==> src/rtl/divsave_pkg.sv <==
// Package: register offsets, status bit positions and the address decode
// shared by the divide unit and its checker.
// Assumes byte addressing with word-aligned registers inside an 8-bit window.
package divsave_pkg;
    localparam int ADDR_W = 8;

    localparam logic [ADDR_W-1:0] OFF_UDVD = 8'h60;
    localparam logic [ADDR_W-1:0] OFF_UDSR = 8'h64;
    localparam logic [ADDR_W-1:0] OFF_SDVD = 8'h68;
    localparam logic [ADDR_W-1:0] OFF_SDSR = 8'h6C;
    localparam logic [ADDR_W-1:0] OFF_QUO  = 8'h70;
    localparam logic [ADDR_W-1:0] OFF_REM  = 8'h74;
    localparam logic [ADDR_W-1:0] OFF_STAT = 8'h78;

    localparam int STAT_READY_BIT = 0;
    localparam int STAT_DIRTY_BIT = 1;

    typedef enum logic [2:0] {
        SEL_NONE, SEL_UDVD, SEL_UDSR, SEL_SDVD, SEL_SDSR, SEL_QUO, SEL_REM, SEL_STAT
    } reg_sel_e;

    // Map a byte offset onto the register it selects.
    function automatic reg_sel_e decode(input logic [ADDR_W-1:0] a);
        case (a)
            OFF_UDVD: return SEL_UDVD;
            OFF_UDSR: return SEL_UDSR;
            OFF_SDVD: return SEL_SDVD;
            OFF_SDSR: return SEL_SDSR;
            OFF_QUO:  return SEL_QUO;
            OFF_REM:  return SEL_REM;
            OFF_STAT: return SEL_STAT;
            default:  return SEL_NONE;
        endcase
    endfunction
endpackage

==> src/rtl/divsave_sign.sv <==
// Module: divsave_sign
// Converts a dividend/divisor pair into magnitudes, and works out whether the
// quotient and remainder must be negated after an unsigned divide.
// Assumes two's complement operands; pure combinational logic.
module divsave_sign #(
    parameter int W = 32
) (
    input  logic [W-1:0] num,
    input  logic [W-1:0] den,
    input  logic         is_signed,
    output logic [W-1:0] mag_num,
    output logic [W-1:0] mag_den,
    output logic         neg_quo,
    output logic         neg_rem
);
    logic num_neg, den_neg;

    // Take magnitudes and derive the result sign flags.
    always_comb begin
        num_neg = is_signed & num[W-1];
        den_neg = is_signed & den[W-1];
        mag_num = num_neg ? (~num + 1'b1) : num;
        mag_den = den_neg ? (~den + 1'b1) : den;
        neg_quo = num_neg ^ den_neg;
        neg_rem = num_neg;
    end
endmodule

==> src/rtl/divsave_engine.sv <==
// Module: divsave_engine
// Iterative restoring divider that retires STEP quotient bits per cycle, so
// one division takes W/STEP cycles. It applies the sign fix-up to the last
// iteration's output and pulses done in the cycle whose edge finishes the work.
// Assumes start and abort are never high together; start wins if they are.
module divsave_engine #(
    parameter int W    = 32,
    parameter int STEP = 4
) (
    input  logic         clk,
    input  logic         rst_n,
    input  logic         start,
    input  logic         abort,
    input  logic [W-1:0] mag_num,
    input  logic [W-1:0] mag_den,
    input  logic         neg_quo,
    input  logic         neg_rem,
    output logic         busy,
    output logic         done,
    output logic [W-1:0] res_quo,
    output logic [W-1:0] res_rem
);
    localparam int LAT = W / STEP;
    localparam int CW  = $clog2(LAT + 1);

    logic [W-1:0]  rem_q, quo_q, den_q;
    logic [CW-1:0] cnt_q;
    logic          busy_q, nq_q, nr_q;
    logic [W:0]    r_t;
    logic [W-1:0]  q_t;

    // One iteration step: STEP shift-compare-subtract stages.
    always_comb begin
        r_t = {1'b0, rem_q};
        q_t = quo_q;
        for (int i = 0; i < STEP; i++) begin
            r_t = {r_t[W-1:0], q_t[W-1]};
            q_t = {q_t[W-2:0], 1'b0};
            if (r_t >= {1'b0, den_q}) begin
                r_t    = r_t - {1'b0, den_q};
                q_t[0] = 1'b1;
            end
        end
    end

    // Sign fix-up on the values produced by the final step.
    always_comb begin
        res_quo = nq_q ? (~q_t + 1'b1) : q_t;
        res_rem = nr_q ? (~r_t[W-1:0] + 1'b1) : r_t[W-1:0];
    end

    assign busy = busy_q;
    assign done = busy_q && (cnt_q == CW'(1));

    // Load on start, stop on abort, otherwise advance one step while busy.
    always_ff @(posedge clk) begin
        if (!rst_n) begin
            busy_q <= 1'b0;
            cnt_q  <= '0;
            rem_q  <= '0;
            quo_q  <= '0;
            den_q  <= '0;
            nq_q   <= 1'b0;
            nr_q   <= 1'b0;
        end else if (start) begin
            busy_q <= 1'b1;
            cnt_q  <= CW'(LAT);
            rem_q  <= '0;
            quo_q  <= mag_num;
            den_q  <= mag_den;
            nq_q   <= neg_quo;
            nr_q   <= neg_rem;
        end else if (abort) begin
            busy_q <= 1'b0;
        end else if (busy_q) begin
            rem_q <= r_t[W-1:0];
            quo_q <= q_t;
            cnt_q <= cnt_q - 1'b1;
            if (cnt_q == CW'(1)) busy_q <= 1'b0;
        end
    end
endmodule

==> src/rtl/divsave_top.sv <==
// Module: divsave_top
// Bus-facing divide unit: operand and result registers, the ready and
// unconsumed flags, and the read mux. Each operand write restarts the engine
// with the signedness of the address used; result writes cancel it.
// Assumes at most one bus access per cycle; read data is combinational.
module divsave_top
    import divsave_pkg::*;
#(
    parameter int W    = 32,
    parameter int STEP = 4
) (
    input  logic              clk,
    input  logic              rst_n,
    input  logic              bus_sel,
    input  logic              bus_we,
    input  logic [ADDR_W-1:0] bus_addr,
    input  logic [W-1:0]      bus_wdata,
    output logic [W-1:0]      bus_rdata
);
    reg_sel_e     sel;
    logic         wr_dvd, wr_dsr, wr_sgn, op_wr, wr_quo, wr_rem, res_wr, rd_quo;
    logic [W-1:0] dvd_q, dsr_q, quo_q, rem_q, nxt_dvd, nxt_dsr;
    logic [W-1:0] mag_num, mag_den, eng_quo, eng_rem;
    logic         neg_quo, neg_rem, eng_busy, eng_done;
    logic         ready_q, dirty_q;

    // Decode the access into per-register strobes.
    always_comb begin
        sel     = decode(bus_addr);
        wr_dvd  = bus_sel && bus_we && (sel == SEL_UDVD || sel == SEL_SDVD);
        wr_dsr  = bus_sel && bus_we && (sel == SEL_UDSR || sel == SEL_SDSR);
        wr_sgn  = bus_sel && bus_we && (sel == SEL_SDVD || sel == SEL_SDSR);
        op_wr   = wr_dvd || wr_dsr;
        wr_quo  = bus_sel && bus_we && (sel == SEL_QUO);
        wr_rem  = bus_sel && bus_we && (sel == SEL_REM);
        res_wr  = wr_quo || wr_rem;
        rd_quo  = bus_sel && !bus_we && (sel == SEL_QUO);
        nxt_dvd = wr_dvd ? bus_wdata : dvd_q;
        nxt_dsr = wr_dsr ? bus_wdata : dsr_q;
    end

    divsave_sign #(.W(W)) u_sign (
        .num       (nxt_dvd),
        .den       (nxt_dsr),
        .is_signed (wr_sgn),
        .mag_num   (mag_num),
        .mag_den   (mag_den),
        .neg_quo   (neg_quo),
        .neg_rem   (neg_rem)
    );

    divsave_engine #(.W(W), .STEP(STEP)) u_eng (
        .clk     (clk),
        .rst_n   (rst_n),
        .start   (op_wr),
        .abort   (res_wr),
        .mag_num (mag_num),
        .mag_den (mag_den),
        .neg_quo (neg_quo),
        .neg_rem (neg_rem),
        .busy    (eng_busy),
        .done    (eng_done),
        .res_quo (eng_quo),
        .res_rem (eng_rem)
    );

    // Operand and result storage; a bus write beats an engine completion.
    always_ff @(posedge clk) begin
        if (!rst_n) begin
            dvd_q <= '0;
            dsr_q <= '0;
            quo_q <= '0;
            rem_q <= '0;
        end else begin
            dvd_q <= nxt_dvd;
            dsr_q <= nxt_dsr;
            if (wr_quo)                  quo_q <= bus_wdata;
            else if (eng_done && !res_wr) quo_q <= eng_quo;
            if (wr_rem)                  rem_q <= bus_wdata;
            else if (eng_done && !res_wr) rem_q <= eng_rem;
        end
    end

    // Ready flag: low while a division runs, high on completion or restore.
    always_ff @(posedge clk) begin
        if (!rst_n)                 ready_q <= 1'b1;
        else if (op_wr)             ready_q <= 1'b0;
        else if (res_wr || eng_done) ready_q <= 1'b1;
    end

    // Unconsumed flag: set by any state write, cleared by a quotient read.
    always_ff @(posedge clk) begin
        if (!rst_n)                dirty_q <= 1'b0;
        else if (op_wr || res_wr)  dirty_q <= 1'b1;
        else if (rd_quo)           dirty_q <= 1'b0;
    end

    // Read data selection.
    always_comb begin
        bus_rdata = '0;
        case (sel)
            SEL_UDVD, SEL_SDVD: bus_rdata = dvd_q;
            SEL_UDSR, SEL_SDSR: bus_rdata = dsr_q;
            SEL_QUO:            bus_rdata = quo_q;
            SEL_REM:            bus_rdata = rem_q;
            SEL_STAT: begin
                bus_rdata[STAT_READY_BIT] = ready_q;
                bus_rdata[STAT_DIRTY_BIT] = dirty_q;
            end
            default:            bus_rdata = '0;
        endcase
    end

    logic unused_busy;
    assign unused_busy = eng_busy;
endmodule

==> config.mk <==
export PLATFORM = sky130hd
export DESIGN_NAME = divsave_top
export DESIGN_NICKNAME = d
export VERILOG_FILES = /design/src/rtl/divsave_pkg.sv /design/src/rtl/divsave_sign.sv /design/src/rtl/divsave_engine.sv /design/src/rtl/divsave_top.sv
export SDC_FILE = /design/constraint.sdc
export NUM_CORES = 1
export LEC_CHECK = 0
export BUFFER_PORTS_ARGS = -buffer_cell sky130_fd_sc_hd__buf_4
export CAP_MARGIN = 20
export CORE_UTILIZATION = 55
export CTS_CLUSTER_SIZE = 20
export DETAILED_ROUTE_END_ITERATION = 7
export GPL_TIMING_DRIVEN = 1
export PLACE_DENSITY = 0.82
export SLEW_MARGIN = 10
export SYNTH_ARGS = -nofsm -noshare
export SYNTH_HDL_FRONTEND = slang
export SYNTH_HIERARCHICAL = 1
export SYNTH_SLANG_ARGS = --single-unit
==> constraint.sdc <==
create_clock -name clk -period 42.1 [get_ports clk]
set_input_delay 2.105 -clock clk [delete_from_list [all_inputs] [get_ports clk]]
set_output_delay 2.105 -clock clk [all_outputs]
set_load 0.01 [all_outputs]
# ---- Yosys cells after proc, flatten, opt, wreduce, memory -nomap -nowiden
# Index checks and enable logic that the tools add are counted.
dict set report totals {
  register_bits 233
  out_inout_bits 32
  wordCells 116
}
dict set report op_classes {
  n_addsub 9
  magnitude_cmp 4
  n_eq_ne 16
  mux 35
  bitwise_logic 9
  reduce_logical 29
}
# operator n
set ops {}
lappend ops {{$mux W32} 17}
lappend ops {{$ge A33 B32 Y1} 4}
lappend ops {{$add A32 B1 Y32 const B} 4}
lappend ops {{$not A32 Y32} 4}
lappend ops {{$sub A32 B32 Y32} 4}
lappend ops {{$pmux W30 S4} 1}
lappend ops {{$eq A8 B7 Y1 const B} 7}
lappend ops {{$pmux W3 S7} 1}
lappend ops {{$eq A3 B3 Y1 const B} 4}
lappend ops {{$mux W1} 12}
lappend ops {{$mux W4} 3}
lappend ops {{$logic_and A1 B1 Y1} 10}
lappend ops {{$pmux W2 S5} 1}
lappend ops {{$reduce_bool A2 Y1} 5}
lappend ops {{$logic_or A1 B1 Y1} 7}
lappend ops {{$eq A3 B2 Y1 const B} 2}
lappend ops {{$reduce_or A2 Y1} 3}
lappend ops {{$eq A4 B1 Y1 const B} 1}
lappend ops {{$reduce_and A2 Y1} 2}
lappend ops {{$sub A4 B1 Y4 const B} 1}
lappend ops {{$eq A3 B1 Y1 const B} 1}
lappend ops {{$and A1 B1 Y1} 2}
lappend ops {{$logic_not A1 Y1} 2}
lappend ops {{$ne A2 B2 Y1 const B} 1}
lappend ops {{2 further kinds} 3}

# ---- Logic depth before layout (Yosys ltp)
dict set report logic_depth {
  depth_word 13
  mapped_depth 72
}

# ---- Modules after synthesis
# The synthesis kept the hierarchy.
# mod n_inst cells_per_inst area_each_um2
set by_module_without_submodules {}
lappend by_module_without_submodules {divsave_engine 1 2016 14283.7}
lappend by_module_without_submodules {divsave_top 1 824 7161.9}
lappend by_module_without_submodules {divsave_sign 1 235 1575.3}

# ---- Least setup slack after synthesis
# Ideal clock, no wire load.
dict set report synth_timing {
  path_type {flip-flop to flip-flop}
  from {register u_eng.den_q[1]}
  to {register quo_q[27] (netlist name)}
  setup_ns 0.070
  arrival_ns 14.957
  slack_ns 27.073
  stages_incl_launch_ff 69
  path_buffers 16
  cell_sequence {dfxtp_1 > inv_1 > ha_1 > nand2b_1 > a211o_1 > a2111oi_4 > o211ai_2 > a211o_1 > nand2_1 > clkbuf_1 > buf_1 > clkbuf_1 > clkbuf_1 > mux2i_1 > inv_1 > ha_1 > a21oi_1 > nand2_1 > [33 not listed] > o2bb2ai_1 > or3_1 > nor2_1 > nor3_1 > nor2_1 > o211ai_1 > mux2_4 > or4b_1 > buf_2 > or3_4 > or3_1 > buf_6 > o31ai_4 > xnor2_1 > nand2_1 > o2bb2ai_1 > a31oi_1 > a21oi_1}
}
# element line_no
set synth_rtl {}
lappend synth_rtl {{start, declared} divsave_engine.sv:26} ;# logic [W-1:0] rem_q, quo_q, den_q;
lappend synth_rtl {{start signal, assigned} divsave_engine.sv:70} ;# den_q <= mag_den;

==> flow_summary.ini <==
[floorplan]
die_x_um = 207
core_area_mm2 = 0.0410
die_h_um = 207
dieArea_mm2 = 0.0427
start_util_pct = 56.1
rows = 74
ios = 76

[grt]
antenna_found_initial = 0
overflow = 0
grt_start_max_net_pins = 111
grt_pass1_vias = 22300
track_usage_pct = 36.4
grt_pass1_wl_mm = 123

[sta]
slew_viol_final = 0
finClkSkew_ns = 0.0127
fmax_mhz = 62.7
worst_slack_ns = 26.14
min_period_ns = 15.96
maxSlewHeadroom_pct = 23.0
fin_crit_sh_pct = 37.9
tightest_slew_ns = 1.14
setup_viol = 0
setup_tns_ns = 0
rsz0062_at_grt = no
hold_viol = 0

[clock_tree]
postCtsSetupRepairBufs = 0
cts_resized = 0
cts_made_buffers = 25
cts_sinks = 233
worst_skew_pair.late_latency_ns = 0.54
cts_hold_buf = 0
path_clk_slew_ns = 0.07
cts_max_level = 1
cts_root_buf = clkbuf_16
cts_tree = built
clockBufferDepth = 3

[synth]
yosys.area.top_type = dfxtp_1
synth-seq-area-share_pct = 20.3
ys_warn_count = 6
ys_seq_elements = 233
synth_ff_type = dfxtp_1
syn-cell-area_mm2 = 0.0230
synth.avg_cell_area_um2 = 7.49
syn_inst = 3075
ys_async_sr_fraction_pct = 0
synth_edf_count = 0
syn_nets = 3257
yosys.cell_types.count = 81
synthTopCellsByArea = dfxtp_1, ha_1, nand2_1
yosysTopAreaCellShare_pct = 20.3

[placed_design]
post-dp-hpwl_mm = 58.9
placed_area_mm2 = 0.0237
gp_congestion = 1.03
place_ws_ns = 26.54
portBuffers = 75

[worst_setup_path]
cpPeakStageDelay_ns = 0.74
cp-start-kind = flop
startpoint = u_eng/den_q[1]$_SDFFE_PN0P_
crit_top_cell = nand2_1
critPathSlowestCell = a211oi_1
r2r_start = u_eng/den_q[1]$_SDFFE_PN0P_
worstPathArrival_ns = 16.43
end_kind = flop
crit_fanout = 70
required_ns = 42.57
crit_type = reg -> reg

[route]
wirelength_mm = 79.8
avgViaCountPerCell = 6.74
vias = 24000
postRouteAntennaNets = 0
drc = 16
drt_first_pass_iters = 8
wire_per_inst_um = 22.4
drt_first_iter_violations = 3279

[run_status]
status = finished, violations left
violations = design-rule violations

[final_layout]
n_fill_cell = 3624
final_cell_area_mm2 = 0.0246
syn_to_final_growth_pct = 6.92
antennaDiodeCount = 0
nets = 3196
drive_gt1_share_pct = 9.57

[job]
maxCapViolCount = 0

[hold_path]
hp-class = reg -> reg
hp-start = rem_q[22]$_SDFFE_PN0P_
metal layers:
metal	track usage, %	share of wire, %
met5	0	0
met4	15.9	4.6
met3	7.27	12
met2	57.3	43
met1	48.1	40
placed cells by master, fill, tap and decap left out, types with 40 or more instances in the layout:
cell,Yosys,final
mux2_2,62,62
a31oi_1,121,120
a21oi_1,278,278
a21o_1,40,40
nand3_1,41,41
xnor2_1,151,151
nand2_1,391,390
xor2_1,77,77
nor2_1,200,199
mux2i_1,141,141
buf_4,4,105
dfxtp_1,233,233
and2_1,78,77
inv_1,101,101
nor2b_1,90,88
o21ai_0,203,203
ha_1,134,134
sequential cells by signal (all words and copies together) (netlist names):
| name | count |
|---|---|
| u_eng/busy | 1 |
| u_eng/rem_q | 32 |
| dsr_q | 32 |
| u_eng/cnt_q | 4 |
| quo_q | 32 |
| u_eng/quo_q | 32 |
| u_eng/den_q | 32 |
| ready_q | 1 |
| u_eng/nq_q | 1 |
| rem_q | 32 |
| u_eng/nr_q | 1 |
| dvd_q | 32 |
| dirty_q | 1 |
worst max-delay path, delay by kind of cell, from the launching register on:
| kind | cells | cell delay [ns] |
|---|---|---|
| AO/OA/AOI/OAI | 23 | 6.17 |
| adder cells (fa/ha/maj) | 4 | 1.35 |
| flip-flops | 1 | 0.50 |
| AND/OR/NAND/NOR | 17 | 3.56 |
| multiplexers | 3 | 1.24 |
| buffers and inverters | 8 | 2.76 |
| XOR/XNOR | 1 | 0.19 |
synthesized netlist by cell type (all sizes together), types with 6 or more instances:
| master | count |
|---|---|
| o31ai | 41 |
| and3 | 26 |
| nor2b | 90 |
| buf | 48 |
| nor3b | 9 |
| or3 | 21 |
| nor2 | 200 |
| a211oi | 36 |
| a221oi | 10 |
| nand2 | 391 |
| a21o | 40 |
| nand2b | 23 |
| a2111oi | 6 |
| o21bai | 22 |
| o211ai | 19 |
| inv | 101 |
| o21ai | 203 |
| mux2i | 141 |
| a21oi | 278 |
| nor3 | 41 |
| nand3 | 41 |
| o41ai | 17 |
| nand4 | 34 |
| o2bb2ai | 17 |
| o21a | 17 |
| o22a | 30 |
| o31a | 8 |
| and2 | 80 |
| nor4 | 23 |
| clkbuf | 147 |
| or4 | 16 |
| a31oi | 121 |
| xor2 | 77 |
| ha | 134 |
| or2 | 13 |
| xnor2 | 151 |
| mux2 | 98 |
| dfxtp | 233 |
metrics by stage:
step,instances,util (%),hold WS [ns]
2_1_floorplan,3075,-,0.448
3_3_place_gp,3517,57.8,0.461
3_5_place_dp,3517,57.8,0.466
4_1_cts,3561,60.0,0.476
5_1_grt,3563,60.0,0.502
6_report,3563,60.0,0.477
path summary, 6_finish.rpt:
check | slack (ns) | to | cells past startpoint
hold reg to reg | 0.48 | rem_q[22]$_SDFFE_PN0P_ | 2
setup reg to reg | 26.14 | rem_q[23]$_SDFFE_PN0P_ | 56
setup / recovery | 26.14 | rem_q[23]$_SDFFE_PN0P_ | 56
hold / removal | 0.48 | rem_q[22]$_SDFFE_PN0P_ | 2
logic make-up after synthesis:
kind of cell / count (synthesis) / share of synthesized area [%]
AOI/OAI and AO/OA: 911 / 25.1
xor gates and xnor gates: 228 / 8.67
DFF: 233 / 20.3
and+or+nand+nor: 1029 / 21.6
buffers and inverters: 297 / 5.31
adders and majority gates: 138 / 7.63
muxes: 239 / 11.4
area by class of cell:
class / instances / area, µm² / share of cell area, %
clock buffers: 33 / 706 / 2.87
multi-input cells: 2545 / 17200 / 69.9
inverters: 102 / 383 / 1.56
flip-flops and latches: 233 / 4660 / 19.0
repair buffers: 107 / 808 / 3.28
well taps: 532 / 666 / 2.70
clock inverters: 11 / 193 / 0.783
Power is left out: the tool's default activity adds up to more than one toggle a clock period on the data nets, which glitch-free logic cannot reach.
